## src/rtl/vtv_pkg.sv

```systemverilog
package vtv_pkg;

  // Number of lower steps actually walked: the request is clamped to the
  // configured maximum and to the distance from the start down to code 0.
  function automatic int unsigned vtv_last_step(int unsigned start,
                                                int unsigned steps,
                                                int unsigned max_steps);
    int unsigned s;
    s = (steps > max_steps) ? max_steps : steps;
    return (s > start) ? start : s;
  endfunction

  // Candidate code visited at step k of a search.
  function automatic int unsigned vtv_candidate(int unsigned start,
                                                int unsigned k);
    return start - k;
  endfunction

  // Cycles from the accepting edge to the done edge.
  function automatic int unsigned vtv_latency(int unsigned last_step,
                                              int unsigned slices);
    return (last_step + 1) * slices;
  endfunction

endpackage

```

## src/rtl/vtv_slice_mux.sv

```systemverilog
module vtv_slice_mux #(
  parameter int SLICES = 64,
  parameter int CODE_W = 7,
  parameter int SEL_W  = 6
) (
  input  logic [SLICES*CODE_W-1:0] codes_flat,
  input  logic [SEL_W-1:0]         sel,
  output logic [CODE_W-1:0]        code
);

  logic [CODE_W-1:0] lane [SLICES];

  for (genvar g = 0; g < SLICES; g++) begin : g_lane
    assign lane[g] = codes_flat[g*CODE_W +: CODE_W];
  end

  always_comb begin
    code = '0;
    for (int i = 0; i < SLICES; i++) begin
      if (SEL_W'(i) == sel) code = lane[i];
    end
  end

endmodule

```

## src/rtl/vtv_scan_ctrl.sv

```systemverilog
module vtv_scan_ctrl
  import vtv_pkg::*;
#(
  parameter int SLICES    = 64,
  parameter int CODE_W    = 7,
  parameter int MAX_STEPS = 8,
  parameter int SEL_W     = 6,
  parameter int STEP_W    = 4,
  parameter int CNT_W     = 7
) (
  input  logic              clk,
  input  logic              rst_n,
  input  logic              go,
  input  logic [CODE_W-1:0] start_level,
  input  logic [STEP_W-1:0] lower_steps,
  input  logic              hit,
  output logic              go_accept,
  output logic              busy,
  output logic [SEL_W-1:0]  slice_idx,
  output logic [STEP_W-1:0] k_idx,
  output logic [STEP_W-1:0] last_k,
  output logic [CODE_W-1:0] cand,
  output logic [CODE_W-1:0] start_q,
  output logic [CNT_W-1:0]  cand_total,
  output logic              cand_close,
  output logic              search_end
);

  localparam logic [SEL_W-1:0] LAST_SLICE = SEL_W'(SLICES - 1);

  logic [CNT_W-1:0] acc;

  assign go_accept  = go & ~busy;
  assign cand_total = acc + CNT_W'(hit);
  assign cand_close = busy & (slice_idx == LAST_SLICE);
  assign search_end = cand_close & (k_idx == last_k);

  always_ff @(posedge clk or negedge rst_n) begin
    if (!rst_n) begin
      busy      <= 1'b0;
      slice_idx <= '0;
      k_idx     <= '0;
      last_k    <= '0;
      cand      <= '0;
      start_q   <= '0;
      acc       <= '0;
    end else if (go_accept) begin
      busy      <= 1'b1;
      slice_idx <= '0;
      k_idx     <= '0;
      last_k    <= STEP_W'(vtv_last_step(int'(start_level),
                                         int'(lower_steps), MAX_STEPS));
      cand      <= start_level;
      start_q   <= start_level;
      acc       <= '0;
    end else if (busy) begin
      if (cand_close) begin
        acc       <= '0;
        slice_idx <= '0;
        if (search_end) begin
          busy <= 1'b0;
        end else begin
          k_idx <= k_idx + STEP_W'(1);
          cand  <= CODE_W'(vtv_candidate(int'(start_q), int'(k_idx) + 1));
        end
      end else begin
        slice_idx <= slice_idx + SEL_W'(1);
        acc       <= cand_total;
      end
    end
  end

endmodule

```

## src/rtl/vtv_min_tracker.sv

```systemverilog
module vtv_min_tracker #(
  parameter int CODE_W = 7,
  parameter int CNT_W  = 7
) (
  input  logic              clk,
  input  logic              rst_n,
  input  logic              close,
  input  logic              first,
  input  logic [CODE_W-1:0] level,
  input  logic [CNT_W-1:0]  total,
  output logic              upd,
  output logic [CODE_W-1:0] nxt_level,
  output logic [CNT_W-1:0]  nxt_count
);

  logic [CODE_W-1:0] run_level;
  logic [CNT_W-1:0]  run_count;

  // Strict less-than keeps the earlier, higher candidate on a tie.
  assign upd       = close & (first | (total < run_count));
  assign nxt_level = upd ? level : run_level;
  assign nxt_count = upd ? total : run_count;

  always_ff @(posedge clk or negedge rst_n) begin
    if (!rst_n) begin
      run_level <= '0;
      run_count <= '0;
    end else if (close) begin
      run_level <= nxt_level;
      run_count <= nxt_count;
    end
  end

endmodule

```

## src/rtl/vt_valley_search.sv

```systemverilog
module vt_valley_search #(
  parameter int SLICES    = 64,
  parameter int CODE_W    = 7,
  parameter int MAX_STEPS = 8,
  localparam int SEL_W    = (SLICES > 1) ? $clog2(SLICES) : 1,
  localparam int STEP_W   = $clog2(MAX_STEPS + 1),
  localparam int CNT_W    = $clog2(SLICES + 1)
) (
  input  logic                     clk,
  input  logic                     rst_n,
  input  logic                     go,
  input  logic [CODE_W-1:0]        start_level,
  input  logic [STEP_W-1:0]        lower_steps,
  input  logic [SLICES*CODE_W-1:0] cell_codes,
  output logic [CODE_W-1:0]        best_level,
  output logic [CNT_W-1:0]         best_count,
  output logic                     done
);

  logic              go_accept;
  logic              busy;
  logic [SEL_W-1:0]  slice_idx;
  logic [STEP_W-1:0] k_idx;
  logic [STEP_W-1:0] last_k;
  logic [CODE_W-1:0] cand;
  logic [CODE_W-1:0] start_q;
  logic [CNT_W-1:0]  cand_total;
  logic              cand_close;
  logic              search_end;
  logic [CODE_W-1:0] cur_code;
  logic              hit;
  logic              best_upd;
  logic [CODE_W-1:0] nxt_level;
  logic [CNT_W-1:0]  nxt_count;

  vtv_slice_mux #(
    .SLICES(SLICES), .CODE_W(CODE_W), .SEL_W(SEL_W)
  ) mux_i (
    .codes_flat(cell_codes),
    .sel       (slice_idx),
    .code      (cur_code)
  );

  assign hit = (cur_code == cand);

  vtv_scan_ctrl #(
    .SLICES(SLICES), .CODE_W(CODE_W), .MAX_STEPS(MAX_STEPS),
    .SEL_W(SEL_W), .STEP_W(STEP_W), .CNT_W(CNT_W)
  ) ctrl_i (
    .clk        (clk),
    .rst_n      (rst_n),
    .go         (go),
    .start_level(start_level),
    .lower_steps(lower_steps),
    .hit        (hit),
    .go_accept  (go_accept),
    .busy       (busy),
    .slice_idx  (slice_idx),
    .k_idx      (k_idx),
    .last_k     (last_k),
    .cand       (cand),
    .start_q    (start_q),
    .cand_total (cand_total),
    .cand_close (cand_close),
    .search_end (search_end)
  );

  vtv_min_tracker #(
    .CODE_W(CODE_W), .CNT_W(CNT_W)
  ) trk_i (
    .clk      (clk),
    .rst_n    (rst_n),
    .close    (cand_close),
    .first    (k_idx == '0),
    .level    (cand),
    .total    (cand_total),
    .upd      (best_upd),
    .nxt_level(nxt_level),
    .nxt_count(nxt_count)
  );

  always_ff @(posedge clk or negedge rst_n) begin
    if (!rst_n) begin
      best_level <= '0;
      best_count <= '0;
      done       <= 1'b0;
    end else begin
      done <= search_end;
      if (search_end) begin
        best_level <= nxt_level;
        best_count <= nxt_count;
      end
    end
  end

endmodule

```

## config.mk

```make
export PLATFORM = sky130hd
export DESIGN_NAME = vt_valley_search
export DESIGN_NICKNAME = d
export VERILOG_FILES = /design/src/rtl/vtv_pkg.sv /design/src/rtl/vtv_slice_mux.sv /design/src/rtl/vtv_scan_ctrl.sv /design/src/rtl/vtv_min_tracker.sv /design/src/rtl/vt_valley_search.sv
export SDC_FILE = /design/constraint.sdc
export NUM_CORES = 1
export LEC_CHECK = 0
export ABC_AREA = 1
export ABC_CLOCK_PERIOD_IN_PS = 7300
export BUFFER_PORTS_ARGS = -buffer_cell sky130_fd_sc_hd__clkbuf_2
export CAP_MARGIN = 20
export CORE_AREA = 8 8 181 183
export CTS_BUF_LIST = sky130_fd_sc_hd__clkbuf_8 sky130_fd_sc_hd__clkbuf_16
export DETAILED_ROUTE_END_ITERATION = 12
export DIE_AREA = 0 0 189 191
export GPL_TIMING_DRIVEN = 0
export SKIP_CTS_REPAIR_TIMING = 1
export SLEW_MARGIN = 20
export SYNTH_ARGS = -nofsm -noshare
export SYNTH_HDL_FRONTEND = slang
export SYNTH_SLANG_ARGS = --single-unit
```

## constraint.sdc

```tcl
create_clock -name clk -period 7.3 [get_ports clk]
set_clock_uncertainty 0.2 [all_clocks]
set_input_delay 1.46 -clock clk [delete_from_list [all_inputs] [get_ports clk]]
set_output_delay 1.46 -clock clk [all_outputs]
set_load 0.005 [all_outputs]
```

==> results of run 1 <==
-- metal layers --
layer  vias up  global-route usage [%]  wire [um]
met2       489                    45.2      24600
met4         0                    6.19       1030
met1      5846                    32.5      20900
li1       6623                       -          -
met5         -                       0          0
met3        65                    3.34       3500
-- state kept, by name, indices dropped and copies added (netlist names) --
register and count:
ctrl_i.acc 7, trk_i.run_count 7, ctrl_i.last_k 4, ctrl_i.slice_idx 6
ctrl_i.busy 1, best_count 7, ctrl_i.k_idx 4, ctrl_i.cand 7
done 1, ctrl_i.start_q 7, best_level 7, trk_i.run_level 7
-- worst max-delay path, delay by kind of cell --
family                     cells  cell delay, ns
and+or+nand+nor               71            4.91
adders and majority gates      3            0.52
AOI/OAI and AO/OA              4            0.52
buffers and inverters          3            0.42
muxes                          1            0.28
xor gates and xnor gates       1            0.25
-- power breakdown --
| part | switching [W] | leakage (nW) | internal [W] | total, W |
|---|---|---|---|---|
| registers | 0.0000982 | 0.836 | 0.000464 | 0.000562 |
| clock network | 0.000179 | 0.149 | 0.000271 | 0.000450 |
| logic | 0.00222 | 6.69 | 0.00125 | 0.00347 |
| total | 0.00250 | 7.67 | 0.00199 | 0.00449 |
-- layout by cell type, fill, tap and decap left out, drive strengths merged --
cell      Yosys  layout
clkinv        2       5
inv         312     314
a211oi        1       1
xor2          5       5
nand4         9       9
o21bai        1       1
clkbuf       38     522
dfrtp        65      65
or2          26      26
a311oi        1       1
o211ai        4       4
o31ai         2       2
diode         0       2
o221ai        2       2
nand3b        1       1
bufinv        0       1
nand2       700     701
fa            1       1
a21boi        1       1
a21o          1       1
nor3         27      27
o22ai         6       6
clkinvlp      0       1
ha           23      23
xnor2         5       5
nor4          1       1
o21ai       119     119
mux2         14      14
nand3        72      72
nor2        226     226
buf          17      36
a21oi       145     145
-- per-stage QoR --
| step | power, W | hold WS [ns] | util [%] | setup TNS (ns) |
|---|---|---|---|---|
| 3_5_place_dp | 0.00377 | 0.279 | 41.2 | -43.39 |
| 2_1_floorplan | 0.00284 | 0.253 | - | 0 |
| 5_1_grt | 0.00506 | 0.292 | 44.0 | -43.52 |
| 4_1_cts | 0.00423 | 0.294 | 42.2 | -39.16 |
| 3_3_place_gp | 0.00374 | 0.274 | 41.0 | -43.49 |
| 6_report | 0.00449 | 0.272 | 44.0 | -25.12 |
-- cell families after synthesis --
family                   Yosys count
AND/OR/NAND/NOR                 1062
AO/OA/AOI/OAI                    283
buffers and inverters            369
multiplexers                      14
XOR/XNOR                          10
adder cells (fa/ha/maj)           24
flip-flops                        65
-- final timing paths --
kind | endpoint | depth (start not counted) | slack [ns]
max | best_count[1]$_DFFE_PN0P_ | 83 | -1.05
min | trk_i.run_level[6]$_DFFE_PN0P_ | 2 | 0.27
max reg2reg | best_count[1]$_DFFE_PN0P_ | 86 | -0.94
min reg2reg | trk_i.run_level[6]$_DFFE_PN0P_ | 2 | 0.27
max in group asynchronous | ctrl_i.slice_idx[0]$_DFFE_PN0P_ | 2 | 5.53
min in group asynchronous | ctrl_i.cand[6]$_DFFE_PN0P_ | 1 | 0.82
-- layout make-up --
class | instances | area (um2) | share of cell area, %
Antenna cell | 2 | 5.00 | 0.0379
Buffer | 55 | 264 | 2.00
Clock buffer | 9 | 225 | 1.70
Clock inverter | 7 | 88.8 | 0.672
Inverter | 314 | 1180 | 8.94
Multi-Input combinational cell | 1394 | 6730 | 50.9
Sequential cell | 65 | 1630 | 12.3
Tap cell | 396 | 495 | 3.75
Timing Repair Buffer | 494 | 2600 | 19.7
==> results.toml, run 1 <==
[clock_tree]
clockRootBuffer = "clkbuf_16"
cts_tree = "yes"
clk_pin_slew_worst_paths_ns = 0.06
htree_levels = 3
insertion_delay_ns = 0.34
cts_buffer_depth = 2
cts.sinks = 65
cts_buffers = 9

[synth]
yosys.area.top_type_share_pct = 27.6
synthMuxAreaShare_pct = 1.68
syn_avg_cell_area_um2 = 5.15
synthTopCellsByArea = "nand2_1 (28%), dfrtp_1 (17%), inv_1 (12%), nor2_1 (8.4%), a21oi_1 (7.7%)"
yosysTopAreaCell = "nand2_1"
synth_fa_ha_area_share_pct = 3.27
ys_ff_latch = 65
synth_top_flop_cell = "dfrtp_1"
ys_seq_area_share_pct = 17.3
synth_cell_types = 42
synth_cells = 1827
syn_area_um2 = 9410
synth.top_cells.by_count = "nand2_1 (691), inv_1 (302), nor2_1 (210), a21oi_1 (145), o21ai_0 (114)"
yosysWarnings = 0
synth_top_family_by_area = "simple AND/OR/NAND/NOR gates"
syn-num-nets = 2313
synth-simple-area-share_pct = 46.2
synth_xor_area_share_pct = 0.931
synth_compound_area_share_pct = 15.6
synth_most_common_cell = "nand2_1"
async_reset_ff_share_pct = 100
synth_edf_count = 0

[detailed_routing]
num_vias = 13000
wl_per_cell_um = 18.3
drc_errors = 0
ant_nets = 0
routed_wl_um = 50000
firstDrtPassIters = 7
viasPerCell = 4.76
drt_iter0_markers = 875

[worst_setup_path]
r2r-start = "ctrl_i.slice_idx[5]$_DFFE_PN0P_"
cp-start-kind = "input pin"
cp-end-kind = "flop"
cp.required_ns = 7.32
cp-startpoint = "cell_codes[1]"
cpMostUsedCell = "nand2_1"
arrival_ns = 8.37
critical_path_class = "input pin to flop"
crit_slowest_cell = "mux2_2"
cp_max_fo = 6
slowest_delay_ns = 0.28

[die]
dieArea_um2 = 36100
die_x_um = 189
rows = 64
start_util_pct = 31.3
core_area_um2 = 30000
die_h_um = 191
io_pins = 477

[global_routing]
grt_pass1_vias = 12100
globalRouteOverflowTotal = 0
grt_pass1_wl_um = 72100
grt_max_degree = 51
antenna_found_initial = 2
grt_usage_pct = 25.6

[timing]
worstMarginPinSlew_ns = 0.780
fin_ws_ns = -1.05
fin_crit_sh_pct = 114
period_minus_slack_ns = 8.35
rsz0062_at_grt = "true"
slew_viol_final = 0
hold_viol_final = 0
setup_viol = 28
fmaxAchievable_mhz = 120
max_slew_margin_pct = 47.7

[placement]
dp_slack_ns = -1.74
post-dp-hpwl_um = 42900
port_buffers = 476
routabilityCongestion = 0.984
dp.cells = 2700
place_area_um2 = 12400

[pwr]
peakVddDrop_v = 0.000200
p_per_area_nw_per_um2 = 339
p_leak_nw = 7.67

[outcome]
status = "finished with violations"
failed_checks = "setup timing"

[finish]
syn2layout_area_growth_pct = 40.4
drive_gt1_share_pct = 28.9
fill_cells = 3346
final_cells = 2736
postLayoutCellArea_um2 = 13200
nets = 2819

[min_path]
min_from = "trk_i.run_level[6]$_DFFE_PN0P_"
min_path_type = "flop to flop"

[run]
max_cap_violations = 0
(Power assumes the default switching activity.)
==> inputs of run 2 (changes only) <==
--- a/config.mk
+++ b/config.mk
@@ -9,10 +9,10 @@
 export ABC_CLOCK_PERIOD_IN_PS = 7300
 export BUFFER_PORTS_ARGS = -buffer_cell sky130_fd_sc_hd__clkbuf_2
 export CAP_MARGIN = 20
-export CORE_AREA = 8 8 181 183
+export CORE_MARGIN = 8
+export CORE_UTILIZATION = 32
 export CTS_BUF_LIST = sky130_fd_sc_hd__clkbuf_8 sky130_fd_sc_hd__clkbuf_16
 export DETAILED_ROUTE_END_ITERATION = 12
-export DIE_AREA = 0 0 189 191
 export GPL_TIMING_DRIVEN = 0
 export SKIP_CTS_REPAIR_TIMING = 1
 export SLEW_MARGIN = 20
==> results.toml, run 2 (synthesis results as in run 1) <==
[finish]
syn2layout_area_growth_pct = 42.0
final_cells = 2728
drive_gt1_share_pct = 30.4
postLayoutCellArea_um2 = 13400
final_util_pct = 46.3
final_cell_mix = "nand2_1 (641), clkbuf_2 (474), inv_1 (297)"
nets = 2820
fill_cells = 3248
seqCellArea_um2 = 1630
multiInputGateArea_um2 = 6880
final_common_cell = "nand2_1"

[timing]
fin_ws_ns = -0.816
max_slew_margin_pct = 42.4
fin_crit_sh_pct = 111
fmaxAchievable_mhz = 123
slew_viol_final = 0
setup_viol = 28
rsz0062_at_grt = "true"
worstMarginPinSlew_ns = 0.859
hold_viol_final = 0
period_minus_slack_ns = 8.12

[die]
die_h_um = 187
start_util_pct = 32.6
dieArea_um2 = 35200
io_pins = 477
rows = 62
core_area_um2 = 28900
die_x_um = 187

[pwr]
p_leak_nw = 7.70
p_per_area_nw_per_um2 = 346
intPower_w = 0.00204
power.switching_w = 0.00258
pwr-share-clk_pct = 9.7
p_comb_share_pct = 78.0
p_sw_share_pct = 55.8
peakVddDrop_v = 0.000210
pwr-share-seq_pct = 12.3

[worst_setup_path]
cp-start-kind = "input pin"
critical_path_class = "input pin to flop"
crit_slowest_cell = "xor2_2"
slowest_delay_ns = 0.28
arrival_ns = 8.13
cp.required_ns = 7.32
cp-end-kind = "flop"
cpMostUsedCell = "nand2_1"
cp_max_fo = 8

[detailed_routing]
wl_per_cell_um = 18.2
drt_iter0_markers = 779
ant_nets = 0
drc_errors = 0
routed_wl_um = 49600
num_vias = 13000
firstDrtPassIters = 6
viasPerCell = 4.78

[clock_tree]
cts.sinks = 65
cts_tree = "yes"
htree_levels = 3
cts_buffers = 9
cts_buffer_depth = 2
insertion_delay_ns = 0.33
clk_pin_slew_worst_paths_ns = 0.06
clockRootBuffer = "clkbuf_16"

[global_routing]
grt_pass1_wl_um = 73800
globalRouteOverflowTotal = 0
antenna_found_initial = 5
grt_usage_pct = 26.4
grt_pass1_vias = 12500
grt_max_degree = 34

[placement]
place_area_um2 = 12300
post-dp-hpwl_um = 42500
port_buffers = 476
dp.cells = 2688
routabilityCongestion = 1.02

[outcome]
status = "finished with violations"
failed_checks = "setup timing"

[run]
max_cap_violations = 0

[min_path]
min_path_type = "flop to flop"
-- run 2: changes by cell type in the layout (fill, tap and decap cells not counted), moves of 3 or more --
cell	previous run	this run
mux2_2	9	4
o21ai_4	1	5
diode_2	2	5
o21ai_1	10	7
mux2_4	5	10
nand2_1	669	641
o21ai_0	99	96
nand2_2	26	46
nand2_4	6	13
-- run 2: final cells by class --
cell class	instances	area share, %
multi-input combinational	1393	51.5
timing repair buffer	496	19.4
sequential	65	12.2
inverter	314	8.84
tap	384	3.60
buffer	55	2.01
clock buffer	9	1.69
clock inverter	7	0.637
antenna	5	0.0936
-- run 2: final timing paths --
kind	startpoint	end	slack [ns]	cells past startpoint
worst max register to register	ctrl_i.slice_idx[5]$_DFFE_PN0P_	best_level[6]$_DFFE_PN0P_	-0.76	75
max in group asynchronous	rst_n	best_count[1]$_DFFE_PN0P_	5.44	2
min in group asynchronous	rst_n	ctrl_i.cand[5]$_DFFE_PN0P_	0.91	1
worst min register to register	trk_i.run_level[1]$_DFFE_PN0P_	trk_i.run_level[1]$_DFFE_PN0P_	0.27	2
worst min-delay path	trk_i.run_level[1]$_DFFE_PN0P_	trk_i.run_level[1]$_DFFE_PN0P_	0.27	2
worst max-delay path	cell_codes[15]	best_level[6]$_DFFE_PN0P_	-0.82	83
-- run 2: power groups by stage --
stage / combinational, W / sequential, W / clock, W
floorplan: 0.00230 / 0.000535 / 0
global placement: 0.00320 / 0.000551 / 0
detailed placement: 0.00322 / 0.000555 / 0
CTS: 0.00323 / 0.000551 / 0.000455
global route: 0.00417 / 0.000583 / 0.000473
finish: 0.00360 / 0.000569 / 0.000449
-- run 2: per-layer routing --
metal	track usage, %	wire, um	vias to the layer above
met3	3.84	2860	61
met2	46.5	24300	434
met1	33.4	21300	5923
met5	0	0	-
met4	6.48	1100	0
li1	-	-	6624
-- run 2: through the flow --
step | TNS, ns | setup slack (ns) | hold slack, ns | total power (W)
2_1_floorplan | 0 | 0.00535 | 0.253 | 0.00284
3_3_place_gp | -43.96 | -1.76 | 0.269 | 0.00375
3_5_place_dp | -44.32 | -1.77 | 0.279 | 0.00377
4_1_cts | -38.24 | -1.56 | 0.294 | 0.00424
5_1_grt | -38.06 | -1.50 | 0.307 | 0.00523
6_report | -18.92 | -0.816 | 0.274 | 0.00462
-- run 2: critical path: cells and delay by family --
kind	cells	cell delay, ns
simple gates	71	4.75
fa+ha+maj	3	0.54
compound gates	4	0.43
buf+inv	3	0.41
xor+xnor	1	0.28
mux	1	0.26
